File: config.mk
export PLATFORM = sky130hd
export DESIGN_NAME = fx_sequencer
export DESIGN_NICKNAME = d
export VERILOG_FILES = /design/src/rtl/fx_seq_pkg.sv /design/src/rtl/fx_seq_decode.sv /design/src/rtl/fx_seq_irqflag.sv /design/src/rtl/fx_sequencer.sv
export SDC_FILE = /design/constraint.sdc
export NUM_CORES = 1
export LEC_CHECK = 0
export ABC_AREA = 1
export BUFFER_PORTS_ARGS = -buffer_cell sky130_fd_sc_hd__buf_4
export CAP_MARGIN = 20
export CORE_ASPECT_RATIO = 1.75
export CORE_MARGIN = 3
export CORE_UTILIZATION = 30
export DETAILED_ROUTE_END_ITERATION = 10
export GPL_TIMING_DRIVEN = 0
export HOLD_SLACK_MARGIN = 0.05
export SKIP_LAST_GASP = 1
export SYNTH_ARGS = -nofsm -noshare
export SYNTH_HDL_FRONTEND = slang
export SYNTH_SLANG_ARGS = --single-unit
File: constraint.sdc
create_clock -name clk -period 2.1 [get_ports clk]
set_clock_uncertainty 0.2 [all_clocks]
set_input_delay 0.42 -clock clk [delete_from_list [all_inputs] [get_ports clk]]
set_output_delay 0.42 -clock clk [all_outputs]
set_load 0.02 [all_outputs]
File: src/rtl/fx_seq_pkg.sv
package fx_seq_pkg;

    localparam int unsigned OPW = 4;

    localparam logic [OPW-1:0] OPC_NOP  = 4'h0;
    localparam logic [OPW-1:0] OPC_JUMP = 4'h2;
    localparam logic [OPW-1:0] OPC_TRAP = 4'h3;
    localparam logic [OPW-1:0] OPC_RET  = 4'h4;
    localparam logic [OPW-1:0] OPC_OUT  = 4'h5;
    localparam logic [OPW-1:0] OPC_HALT = 4'h6;
    localparam logic [OPW-1:0] OPC_USER = 4'h7;

    localparam logic MODE_SUP = 1'b0;
    localparam logic MODE_USR = 1'b1;

    typedef enum logic [2:0] {
        ST_FETCH,
        ST_DECODE,
        ST_EXEC,
        ST_VECTOR,
        ST_STOP
    } phase_e;

    typedef enum logic [2:0] {
        K_NOP,
        K_JUMP,
        K_TRAP,
        K_RET,
        K_OUT,
        K_HALT,
        K_USER
    } kind_e;

endpackage

File: src/rtl/fx_seq_decode.sv
module fx_seq_decode
    import fx_seq_pkg::*;
#(
    parameter int unsigned DW  = 16,
    parameter int unsigned AW  = 12,
    parameter int unsigned IOW = 8
) (
    input  logic [DW-1:0]  ir_i,
    output kind_e          kind_o,
    output logic           priv_o,
    output logic [AW-1:0]  target_o,
    output logic [IOW-1:0] io_val_o,
    output logic [3:0]     tidx_o
);
    localparam int unsigned IMMW = DW - OPW;

    logic [OPW-1:0]  opc;
    logic [IMMW-1:0] imm;

    assign opc      = ir_i[DW-1 -: OPW];
    assign imm      = ir_i[IMMW-1:0];
    assign target_o = imm[AW-1:0];
    assign io_val_o = imm[IOW-1:0];
    assign tidx_o   = imm[3:0];

    always_comb begin
        kind_o = K_NOP;
        priv_o = 1'b0;
        case (opc)
            OPC_JUMP: kind_o = K_JUMP;
            OPC_TRAP: kind_o = K_TRAP;
            OPC_RET:  begin kind_o = K_RET;  priv_o = 1'b1; end
            OPC_OUT:  begin kind_o = K_OUT;  priv_o = 1'b1; end
            OPC_HALT: begin kind_o = K_HALT; priv_o = 1'b1; end
            OPC_USER: begin kind_o = K_USER; priv_o = 1'b1; end
            default:  kind_o = K_NOP;
        endcase
    end
endmodule

File: src/rtl/fx_seq_irqflag.sv
module fx_seq_irqflag (
    input  logic clk,
    input  logic rst_n,
    input  logic raise_i,
    input  logic take_i,
    output logic pend_o
);
    logic pend_d, pend_q;

    // a new request in the same cycle as a take keeps the flag set
    always_comb begin
        pend_d = (pend_q & ~take_i) | raise_i;
    end

    always_ff @(posedge clk or negedge rst_n) begin
        if (!rst_n) pend_q <= 1'b0;
        else        pend_q <= pend_d;
    end

    assign pend_o = pend_q;
endmodule

File: src/rtl/fx_sequencer.sv
module fx_sequencer
    import fx_seq_pkg::*;
#(
    parameter int unsigned     DW  = 16,
    parameter int unsigned     AW  = 12,
    parameter int unsigned     IOW = 8,
    parameter logic [AW-1:0]   START_ADDR = '0,
    parameter logic [AW-1:0]   IRQ_VEC    = AW'('h040),
    parameter logic [AW-1:0]   FAULT_VEC  = AW'('h050),
    parameter logic [AW-1:0]   TRAP_BASE  = AW'('h0F0)
) (
    input  logic           clk,
    input  logic           rst_n,
    output logic           mem_rd_o,
    output logic [AW-1:0]  mem_addr_o,
    input  logic [DW-1:0]  mem_rdata_i,
    input  logic           irq_i,
    output logic           io_we_o,
    output logic [IOW-1:0] io_data_o,
    output logic [AW-1:0]  pc_o,
    output logic           mode_o,
    output logic           halted_o,
    output logic           fault_o,
    output logic [AW-1:0]  saved_pc_o,
    output logic           retire_o
);
    localparam logic [AW-1:0] ONE = AW'(1);

    typedef struct packed {
        phase_e         st;
        logic [AW-1:0]  pc;
        logic [DW-1:0]  ir;
        logic           mode;
        logic           halt;
        logic [AW-1:0]  epc;
        logic           io_we;
        logic [IOW-1:0] io_data;
        logic           fault;
    } regs_t;

    regs_t q, d;

    kind_e          kind;
    logic           priv;
    logic [AW-1:0]  jtgt;
    logic [IOW-1:0] io_val;
    logic [3:0]     tidx;
    logic           pend;
    logic           irq_take;
    logic           exec_trap;
    logic           exec_fault;
    logic [AW-1:0]  pc_inc;
    logic [AW-1:0]  next_pc;

    fx_seq_decode #(.DW(DW), .AW(AW), .IOW(IOW)) u_dec (
        .ir_i     (q.ir),
        .kind_o   (kind),
        .priv_o   (priv),
        .target_o (jtgt),
        .io_val_o (io_val),
        .tidx_o   (tidx)
    );

    fx_seq_irqflag u_irq (
        .clk     (clk),
        .rst_n   (rst_n),
        .raise_i (irq_i),
        .take_i  (irq_take),
        .pend_o  (pend)
    );

    assign pc_inc = q.pc + ONE;

    always_comb begin
        d          = q;
        d.io_we    = 1'b0;
        d.fault    = 1'b0;
        mem_rd_o   = 1'b0;
        mem_addr_o = q.pc;
        retire_o   = 1'b0;
        irq_take   = 1'b0;
        exec_trap  = 1'b0;
        exec_fault = 1'b0;
        next_pc    = pc_inc;

        case (q.st)
            ST_FETCH: begin
                mem_rd_o = 1'b1;
                d.st     = ST_DECODE;
            end
            ST_DECODE: begin
                d.ir = mem_rdata_i;
                d.st = ST_EXEC;
            end
            ST_EXEC: begin
                if (priv && q.mode == MODE_USR) begin
                    // blocked: vector to the fault entry, remember the culprit
                    exec_fault = 1'b1;
                    retire_o   = 1'b1;
                    d.fault    = 1'b1;
                    d.epc      = q.pc;
                    d.pc       = FAULT_VEC;
                    d.mode     = MODE_SUP;
                    d.st       = ST_FETCH;
                end else if (kind == K_TRAP) begin
                    // table lookup now, branch when the word returns
                    exec_trap  = 1'b1;
                    mem_rd_o   = 1'b1;
                    mem_addr_o = TRAP_BASE + {{(AW-4){1'b0}}, tidx};
                    d.epc      = pc_inc;
                    d.mode     = MODE_SUP;
                    d.st       = ST_VECTOR;
                end else if (kind == K_HALT) begin
                    retire_o = 1'b1;
                    d.halt   = 1'b1;
                    d.pc     = pc_inc;
                    d.st     = ST_STOP;
                end else begin
                    retire_o = 1'b1;
                    case (kind)
                        K_JUMP: next_pc = jtgt;
                        K_RET: begin
                            next_pc = q.epc;
                            d.mode  = MODE_USR;
                        end
                        K_OUT: begin
                            d.io_we   = 1'b1;
                            d.io_data = io_val;
                        end
                        K_USER: d.mode = MODE_USR;
                        default: next_pc = pc_inc;
                    endcase
                    if (pend) begin
                        irq_take = 1'b1;
                        d.epc    = next_pc;
                        d.pc     = IRQ_VEC;
                        d.mode   = MODE_SUP;
                    end else begin
                        d.pc = next_pc;
                    end
                    d.st = ST_FETCH;
                end
            end
            ST_VECTOR: begin
                retire_o = 1'b1;
                d.pc     = mem_rdata_i[AW-1:0];
                d.st     = ST_FETCH;
            end
            ST_STOP: begin
                d.st = ST_STOP;
            end
            default: d.st = ST_FETCH;
        endcase
    end

    always_ff @(posedge clk or negedge rst_n) begin
        if (!rst_n) begin
            q.st      <= ST_FETCH;
            q.pc      <= START_ADDR;
            q.ir      <= '0;
            q.mode    <= MODE_SUP;
            q.halt    <= 1'b0;
            q.epc     <= '0;
            q.io_we   <= 1'b0;
            q.io_data <= '0;
            q.fault   <= 1'b0;
        end else begin
            q <= d;
        end
    end

    assign pc_o       = q.pc;
    assign mode_o     = q.mode;
    assign halted_o   = q.halt;
    assign fault_o    = q.fault;
    assign saved_pc_o = q.epc;
    assign io_we_o    = q.io_we;
    assign io_data_o  = q.io_data;
endmodule

==> run metrics, run 1 <==
status finished, violations left; violated checks setup timing; Starting Density 31.0%; Cell Area, Placed 4290 um2; Max Cap Viol 0; Reg clk slew, reported paths roughly 70 ps; n_diodes 0; Nets 637; PwrDens 1540 nW/um2; Synth warnings 0; Syn Area/Cell 6.98 um2; CTS tree yes; Netlist cell types 29; CP Data Required Time 1480 ps; DR pass1 iterations 5; initial DRC count 216; die span in x roughly 90 um; Clk Latency, worst-skew pair 300 ps; final instance area 4810 um2; PortBufs 68; Die Y 151 um; crit start category register; Root Driver clkbuf_16; Die ar. between 10000 and 15000 um2; Fillers 1231; first-pass GRT wire length 19700 um; H-tree depth 2; setup TNS -1170 ps; Final period util 108%; flops & latches, synth 56; final non-filler cell total 753; maximum root-to-sink buffer count 2; wl on met1 4570 um; final count of pins violating max slew 0; Via-to-Cell Ratio 4.97; Detailed Route WL 12800 um; dpl ws -317 ps; crit end category output port; CP Cell Sequence nor2_4, nand2_4, nor2_4, buf_6, buf_6, nand2_1, o21ai_0, buf_4; Relative slew margins between 40% and 50%; Seq/Total Area, Yosys roughly two fifths; gr ovfl total 0; Final setup violation count 13; placed insts 721; area delta synth->final 33.1%; critical path's top delay family flip-flops; initial antenna violation count 0; worst path bufs/invs 3; Syn Inst Count 518; RSZ-0062 raised after global routing true; std cell rows 52; share of cells above drive strength 1 30.4%; crit path max-delay cell type dfrtp_2; CTS Buf Count 5; Critical Path Fanout Max 6; # DRC 0; top layer in use met4; hold crit path type in2reg; Least-Margin Pin Slew 766 ps; final hold vios 0; # clock sinks 56; min cycle time layout 2260 ps; VDD IR-drop max 0.000558 V; count of boundary I/O pins a little under 70; Lkg Pwr 2.56 nW; Arr. time, crit path 1640 ps; Tot GR Track Use approximately 20%; Setup CP Type reg2out; via count roughly 3700; cell area after synthesis approximately 3600 um2; number of global-route vias before repair 3749; DP HPWL around 9500 um; per-cell routed wire length 17.0 um; worst setup margin -161 ps; max incr delay on CP approximately 430 ps; WL met3 approximately 500 um; routability congestion estimate slightly above 0.9; metal2 WL 7140 um; largest net degree at the start of global routing 57; ANT nets after route 0; Synth Net Count around 540; achievable frequency roughly 440 MHz; Core Region 11600 um2
==> cell families after synthesis <==
group           synth area share, %
compound gates                 14.9
xor+xnor                      0.727
fa+ha+maj                     0.346
flops                          38.8
buf+inv                        16.0
simple gates                   29.3
==> synthesized netlist by cell type (all sizes together) <==
cell	n	area [um2]
nor2	34	150
ha	1	12.5
or2	1	6.26
a21oi	24	161
o211ai	2	15.0
dfrtp	56	1400
a211oi	1	7.51
inv	68	255
nand3b	1	7.51
clkbuf	5	18.8
nand4	2	12.5
buf	41	303
xor2	3	26.3
nand3	42	210
nor3	7	40.0
o22ai	10	62.6
a21boi	1	7.51
nand2	166	633
o21bai	7	52.6
o21ai	46	230
==> final timing paths <==
| kind | start | to | slack (ps) | depth (start not counted) |
|---|---|---|---|---|
| min in group asynchronous | rst_n | saved_pc_o[5] | 530 | 2 |
| max | q[39] | mem_addr_o[2] | -160 | 8 |
| max reg2reg | q[39] | pc_o[6] | 100 | 8 |
| min | irq_i | u_irq.pend_o | 120 | 2 |
| min reg2reg | halted_o | halted_o | 290 | 2 |
| max in group asynchronous | rst_n | q[39] | 620 | 2 |
==> power by group <==
group | internal (mW) | switching, mW | total [mW]
registers | 1.55 | 0.419 | 1.96
clock network | 0.448 | 0.428 | 0.876
logic | 1.90 | 2.67 | 4.57
==> what timing repair did <==
action	4_1_cts	5_1_grt
setup buffers	14	9
pin swaps	3	2
cloned	1	0
setup endpoints to repair	15	39
hold endpoints to repair	56	0
resized for setup	42	24
hold buffers	1	0
==> metal layers <==
metal  GRT usage [%]  vias to the layer above
li1                -                     1817
met1            20.7                     1755
met2            37.0                      136
met3            2.61                       33
met4            10.1                        0
met5               0                        -
==> registers in the layout, indices dropped and copies added, names as in the netlist, 8 cells and up <==
register    count
io_data_o       8
pc_o           12
q              19
saved_pc_o     12
==> placed cells by master (no fill, tap or decap), drive strengths merged <==
cell type    instances
clkbuf              12
buf                130
nand3               42
o21bai               7
nor2                34
nor3                 7
nand3b               1
a21oi               24
nand4                2
o211ai               2
a211oi               1
or2                  1
o22ai               10
inv                 69
dlygate4sd3          1
ha                   1
o21ai               46
nand2              166
clkinv               2
a21boi               1
dfrtp               56
xor2                 3
==> stage by stage <==
stage	hold WS (ps)	util, %	power [mW]
final	121	41.3	7.41
after global routing	130	41.3	7.96
after CTS	117	40.4	7.30
after detailed placement	253	36.9	6.07
after global placement	259	36.9	6.02
after floorplan	-75.6	-	4.63
==> area by class of cell <==
type / instances / area (um2) / share of cell area (%)
buffer: 46 / 354 / 7.36
clock buffer: 5 / 125 / 2.60
clock inverter: 3 / 22.5 / 0.468
inverter: 68 / 260 / 5.41
multi-input combinational: 348 / 1740 / 36.3
sequential: 56 / 1400 / 29.2
tap: 135 / 169 / 3.51
timing repair buffer: 92 / 732 / 15.2
==> worst register-to-register path, stage by stage (launching register included) <==
cell and delay, ps:
dfrtp_2 430, buf_4 150, nor2_4 180, nand2_1 210, clkbuf_2 280, nand2_1 120, nand2_1 50, nand2_1 70
o21ai_0 150
Power figures use the tool's default switching activity.
==> run 2, diff against run 1 <==
--- a/config.mk
+++ b/config.mk
@@ -11,6 +11,7 @@
 export CORE_ASPECT_RATIO = 1.75
 export CORE_MARGIN = 3
 export CORE_UTILIZATION = 30
+export CTS_BUF_LIST = sky130_fd_sc_hd__clkbuf_8
 export DETAILED_ROUTE_END_ITERATION = 10
 export GPL_TIMING_DRIVEN = 0
 export HOLD_SLACK_MARGIN = 0.05
==> run 2 against run 1 <==
The run still ends with setup timing left. Final area shrank 0.52%. Sequential cell count stayed put. Maximum frequency decreased by 0.73%. Worst hold slack got worse by 30 ps. Non-clock buffer count is 1 higher. Sequential share of layout area up 0.15 points. Global-route usage grew 0.11 points. Routed wire length fell by 0.23%. First-iteration DRC count rose by 17%. Largest power group unchanged. Power is 2.6% lower. Utilization decreased by 0.21 points. Critical path type unchanged. Register-to-register slack better by 30 ps.
==> run metrics, run 2 (synthesis results as in run 1) <==
std cell rows 52 (unchanged); VDD IR-drop max 0.000573 V (+2.6%); # clock sinks 56 (unchanged); met1 usage in global routing 21.0% (+0.30 points); Die ar. 13400 um2 (unchanged); initial DRC count 253 (+17%); largest net degree at the start of global routing 57 (unchanged); Arr. time, crit path 1660 ps (+20 ps); achievable frequency 439 MHz (-0.73%); routability congestion estimate 0.936 (unchanged); DR pass1 iterations 5 (unchanged); min cycle time layout 2280 ps (+16.6 ps); CTS tree yes; number of global-route vias before repair 3761 (+0.32%); Lkg Pwr 2.56 nW (-0.21%); most common cell after layout, fill and taps aside nand2_1; crit path max-delay cell type dfrtp_2; Max Cap Viol 0 (unchanged); Least-Margin Pin Slew 757 ps (-8.48 ps); share of cells above drive strength 1 30.7% (+0.27 points); crit start category register; M2 GR Usage 37.5% (+0.52 points); Tot GR Track Use 19.9% (+0.11 points); final count of pins violating max slew 0 (unchanged); RSZ-0062 raised after global routing true; via count 3722 (-0.51%); # DRC 0 (unchanged); hold crit path type in2reg; Final setup violation count 13 (unchanged); met3 Resource Use GR 2.56% (-0.054 points); ANT nets after route 0 (unchanged); n_diodes 0 (unchanged); PwrDens 1510 nW/um2 (-2.1%); register area 1400 um2 (unchanged); worst path bufs/invs 3 (unchanged); area of the multi-input gates 1750 um2 (+0.43%); status finished, violations left; Final period util 108% (+0.79 points); Root Driver clkbuf_8; maximum root-to-sink buffer count 2 (unchanged); die span in x 89.0 um (unchanged); final hold vios 0 (unchanged); Fillers 1238 (+0.57%); Starting Density 31.0% (unchanged); H-tree depth 2 (unchanged); Core Region 11600 um2 (unchanged); Nets 638 (+0.16%); gr ovfl total 0 (unchanged); worst setup margin -177 ps (-16.6 ps); Die Y 151 um (unchanged); Reg clk slew, reported paths 100 ps (+30 ps); Critical Path Fanout Max 6 (unchanged); area delta synth->final 32.4%; critical path's top delay family flip-flops; Setup CP Type reg2out; max reg flops 19 (unchanged); Relative slew margins 49.5% (+0.57 points); Via-to-Cell Ratio 4.94 (-0.64%); first-pass GRT wire length 19800 um (+0.49%); max incr delay on CP 440 ps (about the same); CP Data Required Time 1480 ps (about the same); crit end category output port; PortBufs 68 (unchanged); dpl ws -317 ps (unchanged); Detailed Route WL 12800 um (-0.23%); total power 7.21 mW (-2.6%); CP Cell Sequence nor2_4, nand2_4, nor2_4, buf_6, buf_6, nand2_1, o21ai_0, buf_4; DP HPWL 9520 um (unchanged); busiest grt layer met2; CTS Buf Count 5 (unchanged); Clk Latency, worst-skew pair 330 ps (+30 ps); per-cell routed wire length 17.0 um (-0.36%); count of boundary I/O pins 69 (unchanged); commonest cells after routing, fill and taps aside nand2_1, buf_4, inv_1, dfrtp_1, o21ai_0; most flop-heavy register q; initial antenna violation count 0 (unchanged); violated checks setup timing
## run 2: changes by cell type in the layout (fill, tap and decap cells not counted)
cell | before | now
clkbuf_2 | 1 | 0
buf_2 | 0 | 1
buf_12 | 1 | 2
buf_6 | 10 | 11
clkbuf_16 | 5 | 0
clkbuf_8 | 0 | 5
o21ai_1 | 2 | 3
o21ai_0 | 43 | 42
nand2_1 | 158 | 157
nand2_4 | 4 | 5
buf_4 | 117 | 116
## run 2: final timing paths
check / end / slack [ps] / cells after the start / from
worst min-delay path: u_irq.pend_o / 90 / 2 / irq_i
worst max register to register: pc_o[6] / 130 / 11 / q[38]
worst min register to register: halted_o / 290 / 2 / halted_o
min in group asynchronous: pc_o[0] / 500 / 2 / rst_n
worst max-delay path: mem_addr_o[2] / -180 / 8 / q[39]
max in group asynchronous: q[39] / 650 / 2 / rst_n
## run 2: area by class of cell
cell class	instances	share of cell area, %
multi-input cells	348	36.6
flip-flops and latches	56	29.3
repair buffers	93	15.8
plain buffers	46	7.40
inverters	68	5.44
well taps	135	3.53
clock buffers	5	1.44
clock inverters	3	0.471
## run 2: stage by stage
stage,cells,hold WS (ps),utilization (%),area (um2),TNS (ps)
finish,754,91.6,41.1,4790,-1590
global route,754,92.3,41.1,4790,-3260
CTS,745,87.0,39.9,4650,-1910
detailed placement,721,253,36.9,4290,-3020
global placement,721,259,36.9,4290,-2740
floorplan,518,-75.6,-,3610,0
## run 2: repair_timing
item / 4_1_cts / 5_1_grt
endpoints found under the setup margin: 15 / 46
gates resized for setup: 44 / 27
hold endpoints to repair: 56 / 0
pin swaps: 3 / 3
buffers inserted: 14 / 10
cloned: 1 / 0
hold buffers: 1 / 0
## run 2: report_power, final
group | switching, mW | internal [mW]
sequential | 0.415 | 1.54
combinational | 2.69 | 1.92
clock | 0.402 | 0.241
## run 2: routing by layer
metal	part of all wire, %	routed length, um
met4	4.6	591
met1	36	4590
met5	0	0
met3	4.0	512
met2	56	7120
## run 2: worst reg2reg max path: stages (launching register included)
cell      delay [ps]
dfrtp_1          420
buf_4            150
inv_2             70
nor2_4            60
nand2_1          110
buf_4            230
nand2_1          110
nand3b_1         160
inv_1             60
nand2_1           40
nand2_1           60
o21ai_0          160
==> run 3, diff against run 2 <==
--- a/config.mk
+++ b/config.mk
@@ -15,6 +15,8 @@
 export DETAILED_ROUTE_END_ITERATION = 10
 export GPL_TIMING_DRIVEN = 0
 export HOLD_SLACK_MARGIN = 0.05
+export REMOVE_ABC_BUFFERS = 1
+export SKIP_CTS_REPAIR_TIMING = 1
 export SKIP_LAST_GASP = 1
 export SYNTH_ARGS = -nofsm -noshare
 export SYNTH_HDL_FRONTEND = slang
==> run 3 against run 2 <==
The flow still finishes with violations (setup timing). Combinational power decreased by 14%. Via count decreased by 5.8%. Register-to-register slack got worse by 70 ps. Final cell count decreased by 7.3%. Worst hold slack improved by 9.4 ps. Sequential share of layout area increased by 2.5 points. Final area decreased by 7.9%. Sequential cell count unchanged. Utilization decreased by 3.2 points. Routed wire length decreased by 15%. Largest cell class unchanged.
==> run metrics, run 3 (synthesis results as in run 1) <==
final hold vios 0 (unchanged); CTS tree yes; most frequent CP cell buf_6; per-cell routed wire length 15.6 um (-8.3%); Final period util 110% (+1.9 points); CTS Buf Count 5 (unchanged); CP Cell Sequence nor3_4, inv_2, nor2_4, buf_6, nand2_2, o21ai_2, buf_6; # DRC 0 (unchanged); die span in x 89.0 um (unchanged); share of cells above drive strength 1 24.8% (-5.9 points); Critical Path Fanout Max 6 (unchanged); H-tree depth 2 (unchanged); min cycle time layout 2320 ps (+40.5 ps); Min Hold Slack 101 ps (+9.36 ps); Least-Margin Pin Slew 745 ps (-12.5 ps); worst setup margin -218 ps (-40.5 ps); Core Region 11600 um2 (unchanged); Die ar. 13400 um2 (unchanged); Setup CP Type reg2out; total power 6.72 mW (-6.8%); count of boundary I/O pins 69 (unchanged); PortBufs 68 (unchanged); Arr. time, crit path 1700 ps (+40 ps); Root Driver clkbuf_8; Via-to-Cell Ratio 5.01 (+1.6%); Die Y 151 um (unchanged); area delta synth->final 22.0%; ANT nets after route 0 (unchanged); maximum root-to-sink buffer count 2 (unchanged); most common cell after layout, fill and taps aside nand2_1; Starting Density 31.0% (unchanged); CP Data Required Time 1480 ps (about the same); initial DRC count 280 (+11%); status finished, violations left; achievable frequency 431 MHz (-1.7%); routability congestion estimate 0.888 (-5.1%); gr ovfl total 0 (unchanged); std cell rows 52 (unchanged); first-pass GRT wire length 17000 um (-14%); Clk Latency, worst-skew pair 330 ps (about the same); Tot GR Track Use 16.5% (-3.4 points); Max Cap Viol 0 (unchanged); max reg flops 19 (unchanged); Nets 583 (-8.6%); most flop-heavy register q; crit path max-delay cell type dfrtp_1; critical path's top delay family simple AND/OR/NAND/NOR gates; commonest cells after routing, fill and taps aside nand2_1, buf_4, inv_1, dfrtp_1; worst path bufs/invs 3 (unchanged); Lkg Pwr 2.34 nW (-8.4%); Final setup violation count 13 (unchanged); largest net degree at the start of global routing 57 (unchanged); initial antenna violation count 0 (unchanged); via count 3505 (-5.8%); final count of pins violating max slew 0 (unchanged); setup TNS -2150 ps (-564 ps); n_diodes 0 (unchanged); number of global-route vias before repair 3432 (-8.7%); DP HPWL 7880 um (-17%); Cell Area, Placed 4000 um2 (-6.8%); DR pass1 iterations 7 (+2); Detailed Route WL 10900 um (-15%); final instance area 4410 um2 (-7.9%); VDD IR-drop max 0.000518 V (-9.7%); dpl ws -1050 ps (-730 ps); crit start category register; RSZ-0062 raised after global routing true; # clock sinks 56 (unchanged); Reg clk slew, reported paths 100 ps (about the same); PwrDens 1520 nW/um2 (+1.1%); hold crit path type in2reg; max incr delay on CP 450 ps (about the same); Relative slew margins 50.4% (+0.83 points); violated checks setup timing; crit end category output port
==> run 3: through the flow <==
stage / utilization (%) / cells
after floorplan: - / 472
after global placement: 34.1 / 675
after detailed placement: 34.3 / 676
after global routing: 37.9 / 699
final: 37.9 / 699
after CTS: 35.3 / 684
==> run 3: path summary, 6_finish.rpt <==
path                       startpoint             to  slack [ps]  cells after the start
setup / recovery                q[54]  mem_addr_o[1]        -220                      7
hold / removal                  irq_i   u_irq.pend_o         100                      2
setup reg to reg              pc_o[0]  saved_pc_o[8]          60                      9
hold reg to reg                 q[29]          q[29]         290                      2
max in group asynchronous       rst_n          q[39]         690                      2
min in group asynchronous       rst_n   io_data_o[0]         470                      2
==> run 3: routing by layer <==
metal  routed length [um]  part of all wire [%]  track usage (%)
met1                 4230                    39             19.1
met2                 5970                    55             29.8
met3                  484                   4.4             2.07
met4                  211                   1.9             6.71
met5                    0                     0                0
==> run 3: cell type report <==
type                    count  area, um2
fillers                  1227       7240
clock buffers               5       68.8
multi-input cells         348       1790
repair buffers             84        679
flip-flops and latches     56       1410
inverters                  68        263
well taps                 135        169
clock inverters             3       38.8
==> run 3: worst reg2reg max path, delay by kind of cell, from the launching register on <==
| kind | cells | cell delay [ps] |
|---|---|---|
| fa+ha+maj | 1 | 220 |
| simple gates | 6 | 710 |
| compound gates | 2 | 390 |
| flops | 1 | 460 |
==> run 3: where the power goes <==
part	internal [mW]	leakage, nW	switching [mW]	total (mW)
Combinational	1.52	1.57	2.45	3.98
Sequential	1.55	0.708	0.471	2.02
Clock	0.350	0.0593	0.377	0.728
